## src/rtl/seq_mul_pkg.sv

```systemverilog
package seq_mul_pkg;

    typedef enum logic [1:0] {
        ST_IDLE  = 2'd0,
        ST_ACCUM = 2'd1,
        ST_FIXUP = 2'd2
    } mul_state_e;

    function automatic int idx_width(input int n);
        return (n > 1) ? $clog2(n) : 1;
    endfunction

endpackage

```

## src/rtl/seq_mul_ctrl.sv

```systemverilog
module seq_mul_ctrl
    import seq_mul_pkg::*;
#(
    parameter int B_W = 6,
    parameter int IW  = idx_width(B_W)
) (
    input  logic          clk,
    input  logic          rst_n,
    input  logic          start,
    input  logic          mode_in,
    output logic          load,
    output logic          accum,
    output logic          fix,
    output logic          mode_q,
    output logic [IW-1:0] idx,
    output logic          busy,
    output logic          done
);

    localparam logic [IW-1:0] U_LAST = IW'(B_W - 1);
    localparam logic [IW-1:0] S_LAST = IW'((B_W > 1) ? (B_W - 2) : 0);
    localparam bit            ONE_BIT = (B_W == 1);

    mul_state_e    state_q, state_d;
    logic          at_last;
    logic          done_q;
    logic [IW-1:0] idx_q;

    assign at_last = (idx_q == (mode_q ? S_LAST : U_LAST));
    assign load    = (state_q == ST_IDLE) && start;
    assign accum   = (state_q == ST_ACCUM);
    assign fix     = (state_q == ST_FIXUP);
    assign busy    = (state_q != ST_IDLE);
    assign idx     = idx_q;
    assign done    = done_q;

    always_comb begin
        state_d = state_q;
        unique case (state_q)
            ST_IDLE: begin
                if (start) begin
                    state_d = (mode_in && ONE_BIT) ? ST_FIXUP : ST_ACCUM;
                end
            end
            ST_ACCUM: begin
                if (at_last) begin
                    state_d = mode_q ? ST_FIXUP : ST_IDLE;
                end
            end
            ST_FIXUP: begin
                state_d = ST_IDLE;
            end
            default: begin
                state_d = ST_IDLE;
            end
        endcase
    end

    // state register
    always_ff @(posedge clk or negedge rst_n) begin
        if (!rst_n) begin
            state_q <= ST_IDLE;
        end else begin
            state_q <= state_d;
        end
    end

    // registered outputs: bit index, captured mode, completion pulse
    always_ff @(posedge clk or negedge rst_n) begin
        if (!rst_n) begin
            idx_q  <= '0;
            mode_q <= 1'b0;
            done_q <= 1'b0;
        end else begin
            done_q <= (accum && at_last && !mode_q) || fix;
            if (load) begin
                idx_q  <= '0;
                mode_q <= mode_in;
            end else if (accum) begin
                idx_q <= idx_q + IW'(1);
            end
        end
    end

    AST_DONE_ONE_CYCLE: assert property (@(posedge clk) disable iff (!rst_n)
        done |=> !done);
    AST_DONE_AFTER_BUSY: assert property (@(posedge clk) disable iff (!rst_n)
        done |-> ($past(busy) && !busy));
    AST_IDX_BOUND: assert property (@(posedge clk) disable iff (!rst_n)
        accum |-> (idx_q <= (mode_q ? S_LAST : U_LAST)));
    AST_MODE_HELD: assert property (@(posedge clk) disable iff (!rst_n)
        !load |=> $stable(mode_q));

endmodule

```

## src/rtl/seq_mul_pp.sv

```systemverilog
module seq_mul_pp
    import seq_mul_pkg::*;
#(
    parameter int A_W = 8,
    parameter int B_W = 6,
    parameter int P_W = A_W + B_W,
    parameter int IW  = idx_width(B_W)
) (
    input  logic           clk,
    input  logic           rst_n,
    input  logic           load,
    input  logic [A_W-1:0] mcand_in,
    input  logic [B_W-1:0] mplier_in,
    input  logic           mode,
    input  logic           accum,
    input  logic           fix,
    input  logic [IW-1:0]  idx,
    output logic           add_en,
    output logic [P_W-1:0] addend,
    output logic           cin
);

    localparam int FIX_SH = B_W - 1;

    logic [A_W-1:0] mcand_q;
    logic [B_W-1:0] mplier_q;
    logic [P_W-1:0] ext;
    logic           fill;

    // operand capture
    always_ff @(posedge clk or negedge rst_n) begin
        if (!rst_n) begin
            mcand_q  <= '0;
            mplier_q <= '0;
        end else if (load) begin
            mcand_q  <= mcand_in;
            mplier_q <= mplier_in;
        end
    end

    // extension fill: the sign in signed mode, zero otherwise
    assign fill = mode & mcand_q[A_W-1];

    assign ext[A_W-1:0] = mcand_q;
    for (genvar k = A_W; k < P_W; k++) begin : g_fill
        assign ext[k] = fill;
    end

    // partial product selection
    always_comb begin
        add_en = 1'b0;
        addend = '0;
        cin    = 1'b0;
        if (accum) begin
            add_en = mplier_q[idx];
            addend = ext << idx;
        end else if (fix) begin
            add_en = mplier_q[B_W-1];
            addend = ~(ext << FIX_SH);
            cin    = 1'b1;
        end
    end

    AST_OPS_HELD: assert property (@(posedge clk) disable iff (!rst_n)
        !load |=> ($stable(mcand_q) && $stable(mplier_q)));
    AST_PHASE_EXCL: assert property (@(posedge clk) disable iff (!rst_n)
        !(accum && fix));

endmodule

```

## src/rtl/seq_mul_acc.sv

```systemverilog
module seq_mul_acc #(
    parameter int P_W = 14
) (
    input  logic           clk,
    input  logic           rst_n,
    input  logic           load,
    input  logic           add_en,
    input  logic [P_W-1:0] addend,
    input  logic           cin,
    output logic [P_W-1:0] acc
);

    logic [P_W-1:0] acc_q;
    logic [P_W-1:0] sum;

    // the carry ripples through the whole width; the final carry out is discarded
    assign sum = acc_q + addend + {{(P_W-1){1'b0}}, cin};
    assign acc = acc_q;

    always_ff @(posedge clk or negedge rst_n) begin
        if (!rst_n) begin
            acc_q <= '0;
        end else if (load) begin
            acc_q <= '0;
        end else if (add_en) begin
            acc_q <= sum;
        end
    end

    AST_CLEAR_ON_LOAD: assert property (@(posedge clk) disable iff (!rst_n)
        load |=> (acc_q == '0));
    AST_ACC_HOLD: assert property (@(posedge clk) disable iff (!rst_n)
        (!load && !add_en) |=> $stable(acc_q));

endmodule

```

## src/rtl/seq_mul.sv

```systemverilog
module seq_mul
    import seq_mul_pkg::*;
#(
    parameter int A_W = 8,
    parameter int B_W = 6,
    localparam int P_W = A_W + B_W,
    localparam int IW  = idx_width(B_W)
) (
    input  logic           clk,
    input  logic           rst_n,
    input  logic           start,
    input  logic           is_signed,
    input  logic [A_W-1:0] mcand,
    input  logic [B_W-1:0] mplier,
    output logic           busy,
    output logic           done,
    output logic [P_W-1:0] product
);

    initial begin
        AST_WIDTH_NONZERO: assert (A_W >= 1 && B_W >= 1)
            else $error("seq_mul: operand widths must be at least one bit");
    end

    logic          load;
    logic          accum;
    logic          fix;
    logic          mode_q;
    logic [IW-1:0] idx;
    logic          add_en;
    logic [P_W-1:0] addend;
    logic          cin;

    seq_mul_ctrl #(
        .B_W (B_W),
        .IW  (IW)
    ) u_ctrl (
        .clk     (clk),
        .rst_n   (rst_n),
        .start   (start),
        .mode_in (is_signed),
        .load    (load),
        .accum   (accum),
        .fix     (fix),
        .mode_q  (mode_q),
        .idx     (idx),
        .busy    (busy),
        .done    (done)
    );

    seq_mul_pp #(
        .A_W (A_W),
        .B_W (B_W),
        .P_W (P_W),
        .IW  (IW)
    ) u_pp (
        .clk       (clk),
        .rst_n     (rst_n),
        .load      (load),
        .mcand_in  (mcand),
        .mplier_in (mplier),
        .mode      (mode_q),
        .accum     (accum),
        .fix       (fix),
        .idx       (idx),
        .add_en    (add_en),
        .addend    (addend),
        .cin       (cin)
    );

    seq_mul_acc #(
        .P_W (P_W)
    ) u_acc (
        .clk    (clk),
        .rst_n  (rst_n),
        .load   (load),
        .add_en (add_en),
        .addend (addend),
        .cin    (cin),
        .acc    (product)
    );

    AST_BUSY_DONE_EXCL: assert property (@(posedge clk) disable iff (!rst_n)
        !(busy && done));
    AST_PRODUCT_HOLD: assert property (@(posedge clk) disable iff (!rst_n)
        (!busy && !start) |=> $stable(product));

endmodule

```

## config.mk

```make
export PLATFORM = sky130hd
export DESIGN_NAME = seq_mul
export DESIGN_NICKNAME = d
export VERILOG_FILES = /design/src/rtl/seq_mul_pkg.sv /design/src/rtl/seq_mul_ctrl.sv /design/src/rtl/seq_mul_pp.sv /design/src/rtl/seq_mul_acc.sv /design/src/rtl/seq_mul.sv
export SDC_FILE = /design/constraint.sdc
export NUM_CORES = 1
export LEC_CHECK = 0
export BUFFER_PORTS_ARGS = -buffer_cell sky130_fd_sc_hd__buf_2
export CAP_MARGIN = 20
export CORE_MARGIN = 2
export CORE_UTILIZATION = 62
export DETAILED_ROUTE_END_ITERATION = 8
export GPL_TIMING_DRIVEN = 1
export PLACE_DENSITY = 0.83
export SLEW_MARGIN = 25
export SYNTH_ARGS = -nofsm -noshare
export SYNTH_HDL_FRONTEND = slang
export SYNTH_SLANG_ARGS = --single-unit
```

## constraint.sdc

```tcl
create_clock -name clk -period 8.6 [get_ports clk]
set_input_delay 0.43 -clock clk [delete_from_list [all_inputs] [get_ports clk]]
set_output_delay 0.43 -clock clk [all_outputs]
set_load 0.01 [all_outputs]
```

# --- After elaboration in Yosys (flattened, before gate mapping) ---
# Index checks and enable logic that the tools add are counted.
# W data, S select, Z words.
word_totals:
  wordCells: 46
  inputBits: 18
  reg_bits: 35
op_classes:
  eq_ne: 5
  n_mux: 17
  addsub: 3
  order_cmp: 1
  n_shift: 1
  bitwise: 2
  n_reduce_logical: 10
ops:
  columns: ["op", "count"]
  rows:
  - ["$mux W14", 4]
  - ["$add A14 B1 Y14", 1]
  - ["$add A14 B14 Y14", 1]
  - ["$not A14 Y14", 1]
  - ["$shl A14 B3 Y14", 1]
  - ["$mux W1", 6]
  - ["$mux W2", 3]
  - ["$mux W3", 2]
  - ["$reduce_bool A2 Y1", 3]
  - ["$lt A3 B4 Y1 const B", 1]
  - ["$ne A2 B2 Y1 const B", 2]
  - ["$pmux W2 S2", 1]
  - ["$add A3 B1 Y3 const B", 1]
  - ["$bmux W1 S3", 1]
  - ["$eq A3 B3 Y1", 1]
  - ["$logic_and A1 B1 Y1", 3]
  - ["$eq A2 B1 Y1 const B", 1]
  - ["$eq A2 B2 Y1 const B", 1]
  - ["$logic_not A2 Y1", 1]
  - ["$reduce_and A2 Y1", 1]
  - ["$and A1 B1 Y1", 1]
  - ["$logic_not A1 Y1", 1]
  - ["$logic_or A1 B1 Y1", 1]

# --- Depth between registers and ports, before layout ---
logic_depth:
  depth_word: 8
  depth_mapped: 15
  ltp_nobuf: 13

# --- By module ---
# A second synthesis with hierarchy kept.
unflattened:
  cells_unflattened: 270
  area_unflattened_um2: 2580.0
by_module_without_submodules:
  columns: ["mod", "instances", "cells_each", "area_per_inst_um2"]
  rows:
  - ["seq_mul_acc", 1, 129, 1177.4]
  - ["seq_mul_pp", 1, 116, 1066.0]
  - ["seq_mul_ctrl", 1, 25, 336.6]

# --- Least setup slack after synthesis ---
# OpenSTA, ideal clock, no wires.
synth_timing:
  path_kind: "register -> register"
  startpoint: "reg u_ctrl.idx_q[0] (netlist: u_ctrl.idx[0])"
  endpoint: "reg u_acc.acc_q[10] (netlist: u_acc.acc[10])"
  setup_slack_ns: 5.681
  n_path_buf: 2
  t_required_ns: 8.479
  path_stages_with_launch: 13
  arrival_ns: 2.798
  path_cell_list: "dfrtp_1 buf_2 buf_1 o41ai_1 ha_1 or2_2 fa_1 nand3_1 a31oi_1 o211ai_1 nand2b_1 xor2_1 a22o_1"
synth_via:
  elab_chain_len: 6
  word_cells_on_any_way: 10
  cone_classes: "add/sub (2); shift (1); mux (6); reduce/logical (1)"
synth_rtl:
  columns: ["element", "line", "source"]
  rows:
  - ["from (decl)", "seq_mul_ctrl.sv:27", "logic [IW-1:0] idx_q;"]
  - ["from (signal assigned)", "seq_mul_ctrl.sv:80", "idx_q <= idx_q + IW'(1);"]
  - ["$shl A14 B3 Y14", "seq_mul_pp.sv:56", "addend = ext << idx;"]
  - ["$mux W14", "seq_mul_pp.sv:54", "if (accum) begin"]
  - ["$add A14 B14 Y14", "seq_mul_acc.sv:17", "assign sum = acc_q + addend + {{(P_W-1){1'b0}}, cin};"]
  - ["$add A14 B1 Y14", "seq_mul_acc.sv:17", null]
  - ["$mux W14", "seq_mul_acc.sv:25", "end else if (add_en) begin"]
  - ["$mux W14", "seq_mul_acc.sv:23", "end else if (load) begin"]
  - ["to (signal assigned)", "seq_mul_acc.sv:26", "acc_q <= sum;"]
  - ["to (decl)", "seq_mul_acc.sv:13", "logic [P_W-1:0] acc_q;"]
# Several ways; a longest one is shown, not always the timed one. The select of a mux whose other input is x is not followed.
# A chain may end at the register's enable or synchronous reset.

# --- Worst setup path after layout ---
layout_timing:
  startpoint: "reg u_ctrl.idx_q[1] (netlist: u_ctrl.idx[1])"
  endpoint: "reg u_acc.acc_q[13] (netlist: u_acc.acc[13])"
# The elaborated chain is that of the path after synthesis.

==> metrics.txt <==
Setup Buffers After CTS=0; syn avg cell area=between 8 and 9 um2; Tmin final=3400 ps; PD cells=about 440 nW/um2; Synth Flop Type=dfrtp_1; RSZ-0062 raised after global routing=false; Design Area, Final=2770 um2; EDFF count, synth=0; Pint=between 0.6 and 0.7 mW; ant diodes=0; total routed wirelength=5790 um; Yosys warning count=0; H-tree depth=2; Post-Syn Nets=about 340; P_sw=about 0.58 mW; Fin. Hold Viols=0; Initial Utilization=between 60 and 70%; GRT Util Overall=~28%; Gate Count Post-Synth=302; Final setup viols=0; Pins Over Slew Limit=0; largest net degree at the start of global routing=36; Post-DP HPWL=4170 um; outcome=finished clean; final layout net count=360; post-DR wirelength/cell=15.4 um; vias in the first global route=between 2,000 and 2,500; switch share=47.3%; power share of the clock group=11.9%; Final WS setup=roughly 5200 ps; max-cap viol count=0; DR vias=approximately 2,300; worst min path class=input port to async pin; startpoint types=register; Clock Path Buffers=2; post-route ant nets=0; root buffer cell=clkbuf_8; Post-CTS Hold Buffers=0; reg2reg setup slack=roughly 5200 ps; die width=around 68 um; Worst Reg-to-Reg Cells=11; WS Path Type=register to register; Cell Area, Synth=between 2000 and 3000 um2; Lkg Pwr=~1.3 nW; Max-slew headroom=47.5%; clock slew seen by the registers of the worst setup and hold paths=approximately 70 ps; Placeable Area=between 3000 and 4000 um2; Die Span Y=67.6 um; final setup TNS=0 ps; critical path fanouts, max=22; Post-DP Area=~2700 um2; Peak VDD IR=0.235 mV; Worst Setup End Kind=register; first-pass GRT wire length=~9600 um; distinct cell type count after synthesis=43; dpl cells=roughly 370; ys async rst share=100%; Core Util, Final=a little over two thirds; cts repair resizes=0; worst-margin pin slew=between 700 and 800 ps; port bufs=33; clock skew after layout=around 3.7 ps; register area share after synthesis=a little over a third; Seq pwr share=between 20% and 30%; fmax=between 200 and 300 MHz; DRC violations left=0; DRT iter0 DRCs=approximately 210; combinational share of power=between 50% and 60%; DR pass1 iterations=5; clock sinks=35; Area growth syn-to-layout=10.5%; Worst EP arrival=between 3000 and 4000 ps; CTS tree=built; Ports=34; worst slack at placement=~5300 ps; synthesis-stage register bit count=35; Tcrit/Tclk final=~39%; GRT overflow=0; worst hold slack=around 210 ps; overall power=around 1.2 mW; Die Area=approximately 4600 um2; routability cong.=~0.99; Critical Path RT=8830 ps; antenna violations before repair=0; Clk Latency, worst-skew pair=290 ps; number of CTS-inserted buffers=5; # rows=23; share of layout cells above drive strength 1=14.7%; final std cells w/o fill=376; vias per inst=6.07
## critical path, stage by stage (launching register included)
cell and delay (ps):
dfrtp_1 810, mux2i_1 250, nor2_1 50, a31oi_1 200, o21ai_0 110, ha_1 270, or3_1 390, o221ai_1 330
o211ai_1 280, a2111o_1 430, o21ai_0 90, a211o_1 120
## layout make-up
| type | count | area (um2) |
|---|---|---|
| Clock buffer | 6 | 72.6 |
| Inverter | 6 | 22.5 |
| Tap cell | 50 | 62.6 |
| Clock inverter | 1 | 30.0 |
| Fill cell | 328 | 1170 |
| Multi-Input combinational cell | 245 | 1540 |
| Sequential cell | 35 | 876 |
| Timing Repair Buffer | 33 | 165 |
## path summary, 6_finish.rpt
path | startpoint | endpoint
max | u_ctrl.idx[1]$_DFFE_PN0P_ | u_acc.acc[13]$_DFFE_PN0P_
min | rst_n | u_acc.acc[1]$_DFFE_PN0P_
max reg2reg | u_ctrl.idx[1]$_DFFE_PN0P_ | u_acc.acc[13]$_DFFE_PN0P_
min reg2reg | u_pp.mplier_q[0]$_DFFE_PN0P_ | u_pp.mplier_q[0]$_DFFE_PN0P_
max in group asynchronous | rst_n | u_acc.acc[5]$_DFFE_PN0P_
min in group clk | mcand[2] | u_pp.mcand_q[2]$_DFFE_PN0P_
## kinds of logic (layout without fill, tap and decap cells)
logic type,after synthesis,count (layout),synth area share (%)
flops,35,35,35.0
compound gates,79,79,19.5
fa+ha+maj,16,16,8.29
xor+xnor,13,13,4.55
mux,19,19,8.24
buf+inv,22,46,3.65
simple gates,118,118,20.8
## layout by cell type, fill, tap and decap left out, types with 2 or more instances in the layout
cell type  instances
a211oi_1           4
a21oi_1           19
a22o_1             3
a31oi_1            2
and2_1             2
buf_2             33
clkbuf_8           5
dfrtp_1           35
ha_1              15
inv_1              6
mux2_2             3
mux2i_1           15
nand2_1           63
nand2b_1           9
nand3_1            5
nor2_1            23
nor2b_1            4
nor3_1             4
nor3b_1            3
o211ai_1           2
o21a_1             3
o21ai_0           24
o22ai_1           10
o31ai_1            2
or3_1              2
xnor2_1            7
xor2_1             6
## Yosys cell counts, types with 2 or more instances
| cell type | number | area share (%) |
|---|---|---|
| nand2_1 | 63 | 9.4 |
| dfrtp_1 | 35 | 35 |
| o21ai_0 | 24 | 4.8 |
| nor2_1 | 23 | 3.4 |
| a21oi_1 | 19 | 3.8 |
| ha_1 | 15 | 7.5 |
| mux2i_1 | 15 | 6.0 |
| o22ai_1 | 10 | 2.5 |
| nand2b_1 | 9 | 2.2 |
| clkbuf_1 | 8 | 1.2 |
| xnor2_1 | 7 | 2.4 |
| inv_1 | 6 | 0.90 |
| xor2_1 | 6 | 2.1 |
| nand3_1 | 5 | 1.0 |
| a211oi_1 | 4 | 1.2 |
| buf_2 | 4 | 0.80 |
| nor2b_1 | 4 | 1.0 |
| nor3_1 | 4 | 0.80 |
| a22o_1 | 3 | 1.0 |
| and2_1 | 3 | 0.75 |
| buf_1 | 3 | 0.45 |
| mux2_2 | 3 | 1.3 |
| nor3b_1 | 3 | 0.90 |
| o21a_1 | 3 | 0.90 |
| a31oi_1 | 2 | 0.50 |
| o211ai_1 | 2 | 0.60 |
| o31ai_1 | 2 | 0.60 |
| or3_1 | 2 | 0.50 |
## power groups by stage
| stage | Sequential, mW | Combinational (mW) | Clock [mW] |
|---|---|---|---|
| 6_report | 0.348 | 0.725 | 0.145 |
| 5_1_grt | 0.361 | 0.824 | 0.151 |
| 4_1_cts | 0.346 | 0.723 | 0.145 |
| 3_5_place_dp | 0.348 | 0.718 | 0 |
| 3_3_place_gp | 0.346 | 0.694 | 0 |
| 2_1_floorplan | 0.302 | 0.602 | 0 |
## registers in the layout (all words and copies together), names as in the netlist
name and count:
u_acc.acc 14, u_pp.mcand_q 8, u_pp.mplier_q 6, u_ctrl.idx 3, u_ctrl.state_q 2, u_ctrl.done 1, u_ctrl.mode_q 1
## routing by layer
metal  global-route usage [%]  wire (um)
met1                     38.9       2650
met2                     45.0       2790
met3                     4.50        264
met4                     8.16         94
met5                        0          0
(Power assumes the default switching activity.)
